--- src/rtl/twi_cond_pkg.sv ---
package twi_cond_pkg;

  // Bit positions inside the two-line bundle.
  localparam int unsigned LINE_SCL = 0;
  localparam int unsigned LINE_SDA = 1;
  localparam int unsigned N_LINES  = 2;

  // True once a disagreeing input has been seen for the full filter length.
  function automatic bit filt_done(input int cnt, input int len);
    return cnt >= len - 1;
  endfunction

  // Counter value loaded on a clock-line rise for a nonzero delay.
  function automatic int dly_reload(input int dly);
    return (dly > 0) ? dly - 1 : 0;
  endfunction

  // Clocks from a raw change to the clean output.
  function automatic int line_latency(input bit filt_on, input int len);
    return filt_on ? 2 + len : 2;
  endfunction

endpackage

--- src/rtl/twi_sync2.sv ---
module twi_sync2 #(
  parameter int unsigned W = 2
) (
  input  logic         clk,
  input  logic         rst,
  input  logic [W-1:0] d,
  output logic [W-1:0] q
);
  logic [W-1:0] rank1;
  logic [W-1:0] rank2;
  logic [1:0]   warm;

  always_ff @(posedge clk) begin
    if (rst) begin
      rank1 <= '1;
      rank2 <= '1;
    end else begin
      rank1 <= d;
      rank2 <= rank1;
    end
  end

  always_ff @(posedge clk) begin
    if (rst)               warm <= 2'd0;
    else if (warm != 2'd2) warm <= warm + 2'd1;
  end

  assign q = rank2;

  // output equals the input of two edges earlier, once both ranks are loaded
  assert_sync_depth_R2: assert property (@(posedge clk) disable iff (rst)
    (warm == 2'd2) |-> (q == $past(d, 2)));

endmodule

--- src/rtl/twi_glitch_filt.sv ---
module twi_glitch_filt
  import twi_cond_pkg::*;
#(
  parameter int unsigned FILT_LEN = 3
) (
  input  logic clk,
  input  logic rst,
  input  logic en,
  input  logic din,
  output logic dout
);
  localparam int unsigned CW = (FILT_LEN < 2) ? 1 : $clog2(FILT_LEN);

  logic          held;
  logic [CW-1:0] run_cnt;
  logic          differs;
  logic          settle;

  assign differs = (din != held);
  assign settle  = differs && filt_done(int'(run_cnt), int'(FILT_LEN));

  always_ff @(posedge clk) begin
    if (rst) begin
      held    <= 1'b1;
      run_cnt <= '0;
    end else if (!en) begin
      held    <= din;
      run_cnt <= '0;
    end else if (!differs) begin
      run_cnt <= '0;
    end else if (settle) begin
      held    <= din;
      run_cnt <= '0;
    end else begin
      run_cnt <= run_cnt + 1'b1;
    end
  end

  assign dout = en ? held : din;

  // while filtering, the held level moves only after a full run of disagreement
  assert_filt_settle_R3: assert property (@(posedge clk) disable iff (rst)
    (en && $past(en) && (held != $past(held))) |-> ($past(run_cnt) == CW'(FILT_LEN - 1)));

  // an agreeing input leaves the held level alone
  assert_filt_stable_R3: assert property (@(posedge clk) disable iff (rst)
    (en && $past(en) && ($past(din) == $past(held))) |-> $stable(held));

endmodule

--- src/rtl/twi_bus_events.sv ---
module twi_bus_events (
  input  logic clk,
  input  logic rst,
  input  logic sda,
  input  logic scl,
  output logic scl_rise,
  output logic scl_fall,
  output logic start_det,
  output logic stop_det
);
  logic sda_prev;
  logic scl_prev;
  logic scl_steady_hi;

  always_ff @(posedge clk) begin
    if (rst) begin
      sda_prev <= 1'b1;
      scl_prev <= 1'b1;
    end else begin
      sda_prev <= sda;
      scl_prev <= scl;
    end
  end

  assign scl_steady_hi = scl && scl_prev;
  assign scl_rise      = scl && !scl_prev;
  assign scl_fall      = !scl && scl_prev;
  assign start_det     = scl_steady_hi && sda_prev && !sda;
  assign stop_det      = scl_steady_hi && !sda_prev && sda;

  // the clock-line edge pulses never coincide
  assert_edge_excl_R5: assert property (@(posedge clk) disable iff (rst)
    $onehot0({scl_rise, scl_fall}));

  // a rise pulse lasts one cycle
  assert_rise_single_R5: assert property (@(posedge clk) disable iff (rst)
    scl_rise |=> !scl_rise);

  // a condition pulse needs the clean clock line high
  assert_cond_scl_hi_R6: assert property (@(posedge clk) disable iff (rst)
    (start_det || stop_det) |-> scl);

  // no condition pulse unless the clock line was already high
  assert_cond_prev_hi_R10: assert property (@(posedge clk) disable iff (rst)
    (start_det || stop_det) |-> scl_prev);

  // start and stop never together
  assert_cond_excl_R6: assert property (@(posedge clk) disable iff (rst)
    !(start_det && stop_det));

endmodule

--- src/rtl/twi_sample_timer.sv ---
module twi_sample_timer
  import twi_cond_pkg::*;
#(
  parameter int unsigned DLY_W = 4
) (
  input  logic             clk,
  input  logic             rst,
  input  logic             scl_rise,
  input  logic             sda,
  input  logic [DLY_W-1:0] dly,
  output logic             strobe,
  output logic             samp_bit
);
  logic             pending;
  logic [DLY_W-1:0] remain;
  logic             dly_zero;

  assign dly_zero = (dly == '0);
  // A fresh rise restarts the count; the old sample is dropped.
  assign strobe   = scl_rise ? dly_zero : (pending && (remain == '0));

  always_ff @(posedge clk) begin
    if (rst) begin
      pending <= 1'b0;
      remain  <= '0;
    end else if (scl_rise) begin
      pending <= !dly_zero;
      remain  <= DLY_W'(dly_reload(int'(dly)));
    end else if (pending) begin
      if (remain == '0) pending <= 1'b0;
      else              remain  <= remain - 1'b1;
    end
  end

  always_ff @(posedge clk) begin
    if (rst)         samp_bit <= 1'b1;
    else if (strobe) samp_bit <= sda;
  end

  // zero delay samples in the rise cycle
  assert_zero_dly_R7: assert property (@(posedge clk) disable iff (rst)
    (scl_rise && dly_zero) |-> strobe);

  // no strobe without a rise or a pending sample
  assert_no_idle_strobe_R7: assert property (@(posedge clk) disable iff (rst)
    (!pending && !scl_rise) |-> !strobe);

  // a rise with a nonzero delay never fires an older sample
  assert_restart_R9: assert property (@(posedge clk) disable iff (rst)
    (scl_rise && !dly_zero) |-> !strobe);

  // the captured bit is the data level of the strobe cycle
  assert_capture_R8: assert property (@(posedge clk) disable iff (rst)
    strobe |=> (samp_bit == $past(sda)));

  // the captured bit holds between strobes
  assert_hold_R8: assert property (@(posedge clk) disable iff (rst)
    !strobe |=> $stable(samp_bit));

endmodule

--- src/rtl/twi_line_cond.sv ---
module twi_line_cond
  import twi_cond_pkg::*;
#(
  parameter int unsigned FILT_LEN = 3,
  parameter int unsigned DLY_W    = 4
) (
  input  logic             clk,
  input  logic             rst,
  input  logic             sda_raw,
  input  logic             scl_raw,
  input  logic             filt_en,
  input  logic [DLY_W-1:0] samp_dly,
  output logic             sda_o,
  output logic             scl_o,
  output logic             scl_rise,
  output logic             scl_fall,
  output logic             start_det,
  output logic             stop_det,
  output logic             samp_strobe,
  output logic             samp_bit
);
  logic [N_LINES-1:0] raw_bus;
  logic [N_LINES-1:0] sync_bus;
  logic [N_LINES-1:0] clean_bus;

  always_comb begin
    raw_bus           = '0;
    raw_bus[LINE_SCL] = scl_raw;
    raw_bus[LINE_SDA] = sda_raw;
  end

  twi_sync2 #(.W(N_LINES)) u_sync (
    .clk (clk),
    .rst (rst),
    .d   (raw_bus),
    .q   (sync_bus)
  );

  for (genvar g = 0; g < N_LINES; g++) begin : g_filt
    twi_glitch_filt #(.FILT_LEN(FILT_LEN)) u_filt (
      .clk  (clk),
      .rst  (rst),
      .en   (filt_en),
      .din  (sync_bus[g]),
      .dout (clean_bus[g])
    );
  end

  assign sda_o = clean_bus[LINE_SDA];
  assign scl_o = clean_bus[LINE_SCL];

  twi_bus_events u_events (
    .clk       (clk),
    .rst       (rst),
    .sda       (sda_o),
    .scl       (scl_o),
    .scl_rise  (scl_rise),
    .scl_fall  (scl_fall),
    .start_det (start_det),
    .stop_det  (stop_det)
  );

  twi_sample_timer #(.DLY_W(DLY_W)) u_timer (
    .clk      (clk),
    .rst      (rst),
    .scl_rise (scl_rise),
    .sda      (sda_o),
    .dly      (samp_dly),
    .strobe   (samp_strobe),
    .samp_bit (samp_bit)
  );

  // reset leaves all events quiet
  assert_reset_quiet_R1: assert property (@(posedge clk)
    rst |=> !(scl_rise || scl_fall || start_det || stop_det || samp_strobe));

  // reset drives the clean levels to an idle bus
  assert_reset_idle_R1: assert property (@(posedge clk)
    rst |=> (sda_o && scl_o && samp_bit));

endmodule

--- config.mk ---
export PLATFORM = sky130hd
export DESIGN_NAME = twi_line_cond
export DESIGN_NICKNAME = d
export VERILOG_FILES = /design/src/rtl/twi_cond_pkg.sv /design/src/rtl/twi_sync2.sv /design/src/rtl/twi_glitch_filt.sv /design/src/rtl/twi_bus_events.sv /design/src/rtl/twi_sample_timer.sv /design/src/rtl/twi_line_cond.sv
export SDC_FILE = /design/constraint.sdc
export NUM_CORES = 1
export LEC_CHECK = 0
export BUFFER_PORTS_ARGS = -buffer_cell sky130_fd_sc_hd__buf_2
export CELL_PAD_IN_SITES_DETAIL_PLACEMENT = 2
export CELL_PAD_IN_SITES_GLOBAL_PLACEMENT = 2
export CORE_UTILIZATION = 28
export DETAILED_ROUTE_END_ITERATION = 8
export PLACE_DENSITY_LB_ADDON = 0.1
export SLEW_MARGIN = 30
export SYNTH_ARGS = -nofsm -noshare
export SYNTH_HDL_FRONTEND = slang
export SYNTH_SLANG_ARGS = --single-unit
--- constraint.sdc ---
create_clock -name clk -period 1.38 [get_ports clk]
set_input_delay 0.138 -clock clk [delete_from_list [all_inputs] [get_ports clk]]
set_output_delay 0.138 -clock clk [all_outputs]
set_load 0.005 [all_outputs]
Word-level counts from Yosys, hierarchy flattened
Cells that the tools add are included.
Storage, ports and cells
  register bits: 18
  word-level logic and storage cells: 67
Cells by class
  add/subtract/negate cells: 4
  magnitude comparators: 3
  equality and inequality tests: 7
  muxes and demuxes: 16
  bitwise logic cells: 3
  reductions and logical operators: 23
Operators by type and width (number)
  2-to-1 mux 4 bit: 4
  2-to-1 mux 1 bit: 12
  logical AND 1 bit: 10
  inequality test 2 x 1 -> 1 bit (second input constant): 5
  zero test 4 bit: 2
  OR reduction 4 bit: 2
  subtractor 4 x 1 -> 4 bit (second input constant): 2
  AND reduction 2 bit: 3
  zero test 1 bit: 5
  adder 2 x 1 -> 2 bit (second input constant): 2
  greater-or-equal comparator 2 bit (second input constant): 2
  greater-than comparator 4 x 1 -> 1 bit (second input constant): 1
  NOT 1 bit: 3
  inequality test 1 bit: 2
  nonzero test 2 bit: 1

Longest topological paths before layout
Gate-level depths: netlist (run 1).
  word-level depth: 5
  gate-level depth with buffers: 7
  mapped depth without buffers: 6

Hierarchy
Synthesis (run 1) repeated with hierarchy kept, for this count alone.
Second synthesis, totals
  cells, all modules: 90
  area total of the unflattened synthesis: 865.8 um2
Modules (own cells, without submodules)
  twi_sample_timer: instances 1, cells an instance 48, area an instance 400.4 um2, sequential area each 120.1 um2
  twi_glitch_filt: instances 2, cells an instance 13, area an instance 137.6 um2, sequential area each 60.1 um2
  twi_sync2: instances 1, cells an instance 8, area an instance 105.1 um2, sequential area each 80.1 um2
  twi_bus_events: instances 1, cells an instance 8, area an instance 85.1 um2, sequential area each 40.0 um2

Worst setup path before layout (run 1)
Ideal clock, no wire load.
  path type: register to register
  start: register u_timer.remain[0]
  end: register u_timer.remain[1]
  setup time: 0.095 ns
  arrival: 1.440 ns
  required time: 1.285 ns
  slack: -0.155 ns
  stages on the path, launching flop included: 6
  buffers on the path: 0
  clock period less this slack: 1.535 ns
  cell sequence: dfxtp_1 -> inv_1 -> ha_1 -> a21boi_1 -> mux2_2 -> a221oi_1
Between the ends
  cells in the longest elaborated chain, start to end: 4
  elaborated cells between the ends (all ways): 7
RTL lines
  start, declared: RTL line twi_sample_timer.sv:15  | logic [DLY_W-1:0] remain;
  start signal, assigned: RTL line twi_sample_timer.sv:28  | remain <= DLY_W'(dly_reload(int'(dly)));
  start signal, assigned: RTL line twi_sample_timer.sv:31  | else remain <= remain - 1'b1;
  subtractor 4 x 1 -> 4 bit: RTL line twi_sample_timer.sv:31
  2-to-1 mux 4 bit: RTL line twi_sample_timer.sv:30  | if (remain == '0) pending <= 1'b0;
  2-to-1 mux 4 bit: RTL line twi_sample_timer.sv:29  | end else if (pending) begin
  2-to-1 mux 4 bit: RTL line twi_sample_timer.sv:26  | end else if (scl_rise) begin
Parallel ways exist; a longest one is shown, timed or not. The select of a mux whose other input is x is not followed.
A chain may end at the register's enable or synchronous reset.

Worst setup path after layout (run 1)
  start: register u_sync.rank2[0], in the netlist u_sync.q[0]
  end: output samp_strobe
Between the ends
  cells in the longest elaborated chain, start to end: 3
RTL lines
  start, declared: RTL line twi_sync2.sv:10  | logic [W-1:0] rank2;
  start signal, assigned: RTL line twi_sync2.sv:19  | rank2 <= rank1;
  2-to-1 mux 1 bit: RTL line twi_glitch_filt.sv:39  | assign dout = en ? held : din;
  logical AND 1 bit: RTL line twi_bus_events.sv:26  | assign scl_rise = scl && !scl_prev;
  2-to-1 mux 1 bit: RTL line twi_sample_timer.sv:20  | assign strobe = scl_rise ? dly_zero : (pending && (remain == '0));
  end, declared: RTL line twi_line_cond.sv:19  | output logic samp_strobe,
Every way passes these cells.

==> results of run 1 <==
[worst max-delay path, stage by stage, from the launching register on]
cell	delay (ns)
dfxtp_2	0.37
mux2i_4	0.08
or2_4	0.30
o21ai_4	0.14
buf_2	0.13
[final timing paths]
check,endpoint,startpoint
worst max-delay path,samp_strobe,u_sync.q[0]
worst max register to register,u_timer.remain[1],u_timer.remain[0]
worst min-delay path,u_sync.rank1[1],sda_raw
worst min register to register,g_filt[1].u_filt.run_cnt[0],g_filt[1].u_filt.run_cnt[0]
[layout make-up]
type | instances | area, sq um
well taps | 31 | 38.8
inverters | 9 | 38.8
flip-flops and latches | 18 | 368
fillers | 311 | 1640
multi-input cells | 66 | 531
clock buffers | 4 | 36.3
repair buffers | 28 | 180
[synth_stat cells (all sizes together), types with 3 or more instances]
cell type | instances | area share, %
a21oi | 4 | 2.3
dfxtp | 18 | 42
ha | 3 | 4.4
inv | 8 | 3.5
mux2i | 3 | 3.9
nand2 | 10 | 4.4
nor2 | 14 | 6.1
or2 | 5 | 3.6
xnor2 | 3 | 3.1
[report_power, final]
group          switching (mW)  internal (mW)  total [mW]
clock                   0.171          0.161       0.332
combinational          0.0678         0.0694       0.137
sequential             0.0131          0.536       0.550
[state kept, by name (all words and copies together) (netlist names)]
signal                 flops
g_filt.u_filt.run_cnt      4
u_timer.remain             4
g_filt.u_filt.held         2
u_sync.q                   2
u_sync.rank1               2
u_events.scl_prev          1
u_events.sda_prev          1
u_timer.pending            1
u_timer.samp_bit           1
[layout by cell type, fill, tap and decap left out, drive strengths merged, types with 3 or more instances in the layout]
cell type	instances
a21oi	4
buf	28
clkbuf	4
dfxtp	18
ha	3
inv	8
mux2i	3
nand2	10
nor2	14
or2	5
xnor2	3
[routing by layer]
metal  vias up  global-route usage (%)  share of wire, %  wire [um]
li1        382                       -                 -          -
met1       351                    17.0                46        961
met2        16                    21.8                49       1010
met3         2                    4.31               4.3         89
met4         0                    3.14              0.53         11
met5         -                       0                 0          0
[cell families after synthesis]
logic type	Yosys count	share of synthesized area (%)
multiplexers	5	6.56
AO/OA/AOI/OAI	14	12.8
flip-flops	18	42.0
adder cells (fa/ha/maj)	3	4.37
buffers and inverters	12	7.58
XOR/XNOR	3	3.06
AND/OR/NAND/NOR	41	23.6
[what timing repair did]
action	CTS	global route
gates resized for setup	9	16
pin swaps	2	6
gates cloned	0	0
setup endpoints to repair	8	14
hold buffers	0	0
buffers inserted	3	4
[stage by stage]
stage               util (%)  area [sq um]  setup WS (ns)
floorplan                  -           876         0.0139
global placement        35.6          1010        -0.0690
detailed placement      35.6          1010        -0.0636
CTS                     38.7          1100         -0.141
global route            42.1          1190         -0.154
finish                  42.1          1190        -0.0845
==> impl_metrics.json, run 1 <==
{
  "status": "complete, but fails checks",
  "violations": "design-rule violations, negative setup slack",
  "yosysWarnings": 0,
  "hpwlAfterDp_um": 1590,
  "ys_seq_area_share_pct": 42.0,
  "synth_cells": 96,
  "setup_tns_ns": -0.169,
  "setup_viol": 3,
  "min_path_type": "input pin to flop",
  "cts_tree": "done",
  "dieHeight_um": 57.4,
  "final_cells": 156,
  "routed-via-count": 751,
  "power_density_nw_per_um2": 854,
  "vias_per_cell": 4.81,
  "hold_ws_ns": 0.0156,
  "rsz0062_at_grt": "yes",
  "drt_iter0_markers": 10,
  "cp_data_required_time_ns": 1.24,
  "max_freq_ghz": 0.683,
  "rows": 19,
  "cp_max_fo": 5,
  "setup_slack_ns": -0.0845,
  "critPathKind": "flop to output pin",
  "p_leak_nw": 0.478,
  "drc": 4,
  "core_area_sq_um": 2830,
  "ios": 17,
  "timing.final.crit_share_pct": 106,
  "clock_latency_ns": 0.30,
  "place_congestion": 0.655,
  "fin_worst_skew_ns": 0.00521,
  "firstDrtPassIters": 5,
  "cp-end-kind": "output pin",
  "finalMaxSlewViolations": 0,
  "synth_cell_types": 35,
  "syn_nets": 108,
  "ys_async_sr_fraction_pct": 0,
  "hold_path_depth": 2,
  "tightest_slew_ns": 0.307,
  "cts_buffer_depth": 2,
  "vdd_drop_max_v": 0.000432,
  "die_w_um": 57.4,
  "synth_area_per_cell_sq_um": 8.94,
  "grt_pass1_vias": 745,
  "critPathArrivalTime_ns": 1.33,
  "cap_violations": 0,
  "cts-root-buf": "clkbuf_4",
  "start_kind": "flop",
  "wire_per_inst_um": 13.3,
  "synth-seq-cells": 18,
  "fin_crit_ns": 1.46,
  "wl_um": 2070,
  "layout-drive-gt1-share_pct": 53.6,
  "grt_usage_pct": 13.3,
  "n_antenna_cell": 0,
  "io_buffers": 16,
  "syn_area_sq_um": 858,
  "fin_nets": 138,
  "grt_pass1_wl_um": 3370,
  "total_power_mw": 1.02,
  "synth_flop_cell": "dfxtp_1",
  "ant_nets": 0,
  "die_area_sq_um": 3290,
  "synth_edf_count": 0,
  "clkSinkCount": 18,
  "r2r_setup_slack_ns": -0.07,
  "placed_cells": 145,
  "gr-total-overflow": 0,
  "rr_worst_depth": 5,
  "start_util_pct": 30.3,
  "clk_transition_reported_paths_ns": 0.11,
  "cts_buffers": 3,
  "hold_violations": 0,
  "antenna_found_initial": 0,
  "grt_max_degree": 17,
  "area_growth_pct": 38.9,
  "htreeDepth": 1,
  "slew_headroom_pct": 79.5
}
Note: power is estimated with default switching activity, not from simulation.
==> run 2: changes to the inputs <==
- SETUP_SLACK_MARGIN: unset -> 0.1
==> run 2 against run 1 <==
  * The run still ends with design-rule violations, negative setup slack left
  * Clock power increased by 3%
  * Worst hold slack got worse by 0.0089 ns
  * Global-route usage increased by 1.8 points
  * Largest cell class unchanged
  * Final area increased by 14%
  * Sequential power about the same
  * Sequential share of layout area decreased by 2.7 points
  * Sequential cell count unchanged
  * Critical endpoint unchanged
  * Die area unchanged
==> impl_metrics.json, run 2 (synthesis results as in run 1) <==
{
  "hold_violations": 0,
  "grt_pass1_wl_um": 3730,
  "clk_transition_reported_paths_ns": 0.11,
  "fin_worst_skew_ns": 0.00513,
  "seq_area_sq_um": 384,
  "ios": 17,
  "switching_share_pct": 26.3,
  "place_congestion": 0.727,
  "setup_slack_ns": -0.107,
  "fin_crit_ns": 1.49,
  "nFillCells": 312,
  "seqPwrFrac_pct": 52.0,
  "io_buffers": 16,
  "rows": 19,
  "layout-drive-gt1-share_pct": 67.4,
  "cap_violations": 0,
  "max_freq_ghz": 0.673,
  "status": "complete, but fails checks",
  "rr_worst_depth": 5,
  "cp_max_fo": 4,
  "start_kind": "flop",
  "die_area_sq_um": 3290,
  "n_antenna_cell": 0,
  "vdd_drop_max_v": 0.000388,
  "holdBufCountCts": 0,
  "cts-root-buf": "clkbuf_4",
  "p_comb_share_pct": 15.4,
  "multiInputGateArea_sq_um": 608,
  "met3_wirelength_um": 82,
  "cts_buffer_depth": 2,
  "critPathArrivalTime_ns": 1.35,
  "final_common_cell": "buf_4",
  "grt_pass1_vias": 787,
  "core_area_sq_um": 2830,
  "slew_headroom_pct": 78.1,
  "drt_iter0_markers": 18,
  "grt_usage_pct": 15.1,
  "met2_length_um": 1370,
  "post_dp_cell_area_sq_um": 1020,
  "cp-end-kind": "output pin",
  "hpwlAfterDp_um": 1590,
  "vias_per_cell": 4.91,
  "tightest_slew_ns": 0.324,
  "rsz0062_at_grt": "yes",
  "dieHeight_um": 57.4,
  "critPathKind": "flop to output pin",
  "min_path_type": "input pin to flop",
  "setup_tns_ns": -0.321,
  "antenna_found_initial": 0,
  "top_regs": "g_filt.u_filt.run_cnt x4, u_timer.remain x4",
  "final_area_sq_um": 1360,
  "top_layer": "met4",
  "cp_data_required_time_ns": 1.24,
  "final_cell_mix": "21 x buf_4, 15 x buf_2, 8 x nor2_1",
  "power_density_nw_per_um2": 773,
  "wire_per_inst_um": 15.6,
  "htreeDepth": 1,
  "clkSinkCount": 18,
  "wl_um": 2590,
  "internal_power_mw": 0.776,
  "start_util_pct": 30.3,
  "finalMaxSlewViolations": 0,
  "gr-total-overflow": 0,
  "hold_path_depth": 2,
  "die_w_um": 57.4,
  "p_leak_nw": 0.538,
  "violations": "design-rule violations, negative setup slack",
  "routed-via-count": 815,
  "drc": 4,
  "firstDrtPassIters": 5,
  "setup_viol": 5,
  "cts_buffers": 3,
  "clock_latency_ns": 0.30,
  "timing.final.crit_share_pct": 108,
  "clkPwrFrac_pct": 32.6,
  "fin_nets": 148,
  "area_growth_pct": 58.9,
  "cts_tree": "done",
  "switching_power_mw": 0.277,
  "met1_length_um": 1110,
  "ant_nets": 0,
  "grt_max_degree": 17
}
run 2: worst max-delay path, stage by stage, from the launching register on:
cell and delay (ns):
dfxtp_4 0.37, mux2i_4 0.20, buf_6 0.15, o2111ai_4 0.11
o21ai_2 0.09, buf_2 0.14
run 2: final cells by class:
| cell class | instances | area share, % |
|---|---|---|
| multi-input combinational | 66 | 44.6 |
| sequential | 18 | 28.2 |
| timing repair buffer | 38 | 18.7 |
| inverter | 9 | 3.03 |
| tap | 31 | 2.84 |
| clock buffer | 4 | 2.66 |
run 2: final timing paths:
check                                                 start                          end  slack [ns]
worst max-delay path                            u_sync.q[0]                  samp_strobe       -0.11
worst min-delay path                                sda_raw              u_sync.rank1[1]       0.007
worst max register to register            u_timer.remain[0]            u_timer.remain[1]       -0.03
worst min register to register  g_filt[1].u_filt.run_cnt[0]  g_filt[1].u_filt.run_cnt[0]        0.40
run 2: metal layers:
layer / vias up / track usage, %
li1: 402 / -
met1: 395 / 19.0
met2: 16 / 25.2
met3: 2 / 2.27
met4: 0 / 7.32
met5: - / 0
run 2: through the flow:
stage          setup WS, ns  hold slack [ns]  total power [mW]  std cells  util (%)
2_1_floorplan        0.0603            0.236             0.630         96         -
3_3_place_gp        0.00273            0.325             0.671        145      36.2
3_5_place_dp        -0.0563            0.329             0.677        145      36.2
4_1_cts             -0.0782           0.0113              1.03        160      42.5
5_1_grt              -0.191      0.000000167              1.12        166      48.2
6_report             -0.107          0.00669              1.05        166      48.2
run 2: power groups by stage:
stage               clock network [mW]  registers (mW)  logic, mW
finish                           0.343           0.548      0.162
floorplan                            0           0.556     0.0740
detailed placement                   0           0.560      0.117
global placement                     0           0.558      0.112
CTS                              0.346           0.546      0.137
global route                     0.389           0.551      0.176
run 2: repair_timing:
| action | in CTS | in global routing |
|---|---|---|
| resized for setup | 18 | 30 |
| endpoints found under the setup margin | 17 | 17 |
| buffers inserted | 12 | 6 |
| pin swaps | 8 | 14 |
==> run 3: changes to the inputs <==
- BUFFER_PORTS_ARGS: -buffer_cell sky130_fd_sc_hd__buf_2 -> unset
- CORE_UTILIZATION: 28 -> 32
- DONT_BUFFER_PORTS: unset -> 1
- GPL_TIMING_DRIVEN: unset -> 0
==> run 3 against run 2 <==
  * Largest power group unchanged
  * Sequential power about the same
  * Critical endpoint unchanged
  * Wire length shrank 1.4%
  * Combinational power decreased by 8%
  * Total power shrank 1.3%
  * Worst hold slack improved by 0.021 ns
  * The run ends with negative setup slack left
  * First-iteration DRC count is 94% lower
==> impl_metrics.json, run 3 (synthesis results as in run 1) <==
{
  "fin_util_pct": 51.5,
  "ant_nets": 0,
  "hpwlAfterDp_um": 1380,
  "grt_usage_pct": 19.2,
  "cts_buffer_depth": 2,
  "rsz0062_at_grt": "yes",
  "cp_data_required_time_ns": 1.24,
  "die_w_um": 53.8,
  "die_area_sq_um": 2890,
  "core_area_sq_um": 2500,
  "hold_violations": 0,
  "fin_nets": 134,
  "final_cell_mix": "14 x buf_4, 9 x dfxtp_1, 8 x dfxtp_2",
  "tightest_slew_ns": 0.482,
  "final_cells": 151,
  "vdd_drop_max_v": 0.000596,
  "max_freq_ghz": 0.715,
  "ios": 17,
  "fin_worst_skew_ns": 0.00554,
  "cts-root-buf": "clkbuf_4",
  "firstDrtPassIters": 3,
  "start_kind": "flop",
  "cts_buffers": 3,
  "slew_headroom_pct": 67.8,
  "area_growth_pct": 49.9,
  "final_common_cell": "buf_4",
  "io_buffers": 0,
  "dieHeight_um": 53.8,
  "violations": "negative setup slack",
  "top_regs": "g_filt.u_filt.run_cnt x4, u_timer.remain x4",
  "htreeDepth": 1,
  "drc": 0,
  "start_util_pct": 34.3,
  "total_power_mw": 1.04,
  "clkSinkCount": 18,
  "wire_per_inst_um": 16.9,
  "drt_iter0_markers": 1,
  "cp-end-kind": "output pin",
  "cts_tree": "done",
  "gr-total-overflow": 0,
  "routed-via-count": 764,
  "layout-drive-gt1-share_pct": 59.5,
  "fin_crit_ns": 1.40,
  "vias_per_cell": 5.06,
  "n_antenna_cell": 0,
  "cap_violations": 0,
  "wl_um": 2560,
  "critPathKind": "flop to output pin",
  "clock_latency_ns": 0.30,
  "rows": 18,
  "grt_max_degree": 11,
  "hold_ws_ns": 0.0278,
  "dpl_worst_slack_ns": -0.0506,
  "setup_slack_ns": -0.0186,
  "antenna_found_initial": 0,
  "place_congestion": 0.709,
  "clk_transition_reported_paths_ns": 0.11,
  "finalMaxSlewViolations": 0,
  "critPathArrivalTime_ns": 1.26,
  "cp_max_fo": 3,
  "grt_pass1_vias": 817,
  "min_path_type": "input pin to flop",
  "setup_viol": 2,
  "status": "complete, but fails checks",
  "placed_cells": 126,
  "timing.final.crit_share_pct": 101,
  "power_density_nw_per_um2": 808,
  "p_leak_nw": 0.469,
  "grt_pass1_wl_um": 3770
}
==> run 3: cell count changes in the layout (fill, tap and decap cells not counted), moves of 3 or more <==
cell,before,now
nor2_2,2,6
buf_2,15,0
dlygate4sd3_1,0,6
inv_2,2,5
dfxtp_4,4,1
buf_4,21,14
==> run 3: repair_timing <==
item | CTS | global route
pin swaps | 10 | 9
endpoints found under the hold margin | 9 | 1
hold buffers | 6 | 1
setup endpoints to repair | 15 | 18
setup buffers | 12 | 3
gates resized for setup | 22 | 21
==> run 3: worst max-delay path, cell delays in order (launching register included) <==
cell and delay [ns]:
dfxtp_2 0.37, mux2i_4 0.08, or2_1 0.22, buf_6 0.14, o21ai_4 0.15
==> run 3: routing by layer <==
metal	up-vias	global-route usage, %	routed length (um)
met3	4	5.93	87
met4	0	9.21	52
met1	367	23.2	1100
met5	-	0	0
li1	374	-	-
met2	19	30.5	1310
==> run 3: where the power goes <==
part	leakage (nW)	total, mW	internal, mW	switching [mW]
logic	0.298	0.149	0.0799	0.0693
registers	0.150	0.551	0.535	0.0153
clock network	0.0210	0.340	0.161	0.179
==> run 3: final cells by class <==
cell class / count / area (sq um)
multi-input combinational: 66 / 597
tap: 30 / 37.5
buffer: 3 / 26.3
clock buffer: 4 / 36.3
sequential: 18 / 374
fill: 252 / 1210
timing repair buffer: 21 / 176
inverter: 9 / 38.8
==> run 3: through the flow <==
stage | cell area, sq um | setup TNS [ns]
3_5_place_dp | 931 | -0.0783
6_report | 1290 | -0.0370
5_1_grt | 1290 | -0.358
2_1_floorplan | 893 | 0
4_1_cts | 1200 | -0.0273
3_3_place_gp | 931 | -0.0326
==> run 3: final timing paths <==
check                             start           endpoint  slack (ns)  cells past startpoint
setup / recovery  g_filt[0].u_filt.held        samp_strobe       -0.02                      4
hold / removal              samp_dly[3]  u_timer.remain[3]        0.03                      2
setup reg to reg      u_timer.remain[1]  u_timer.remain[1]       -0.02                      5
hold reg to reg         u_sync.rank1[1]        u_sync.q[1]        0.43                      1
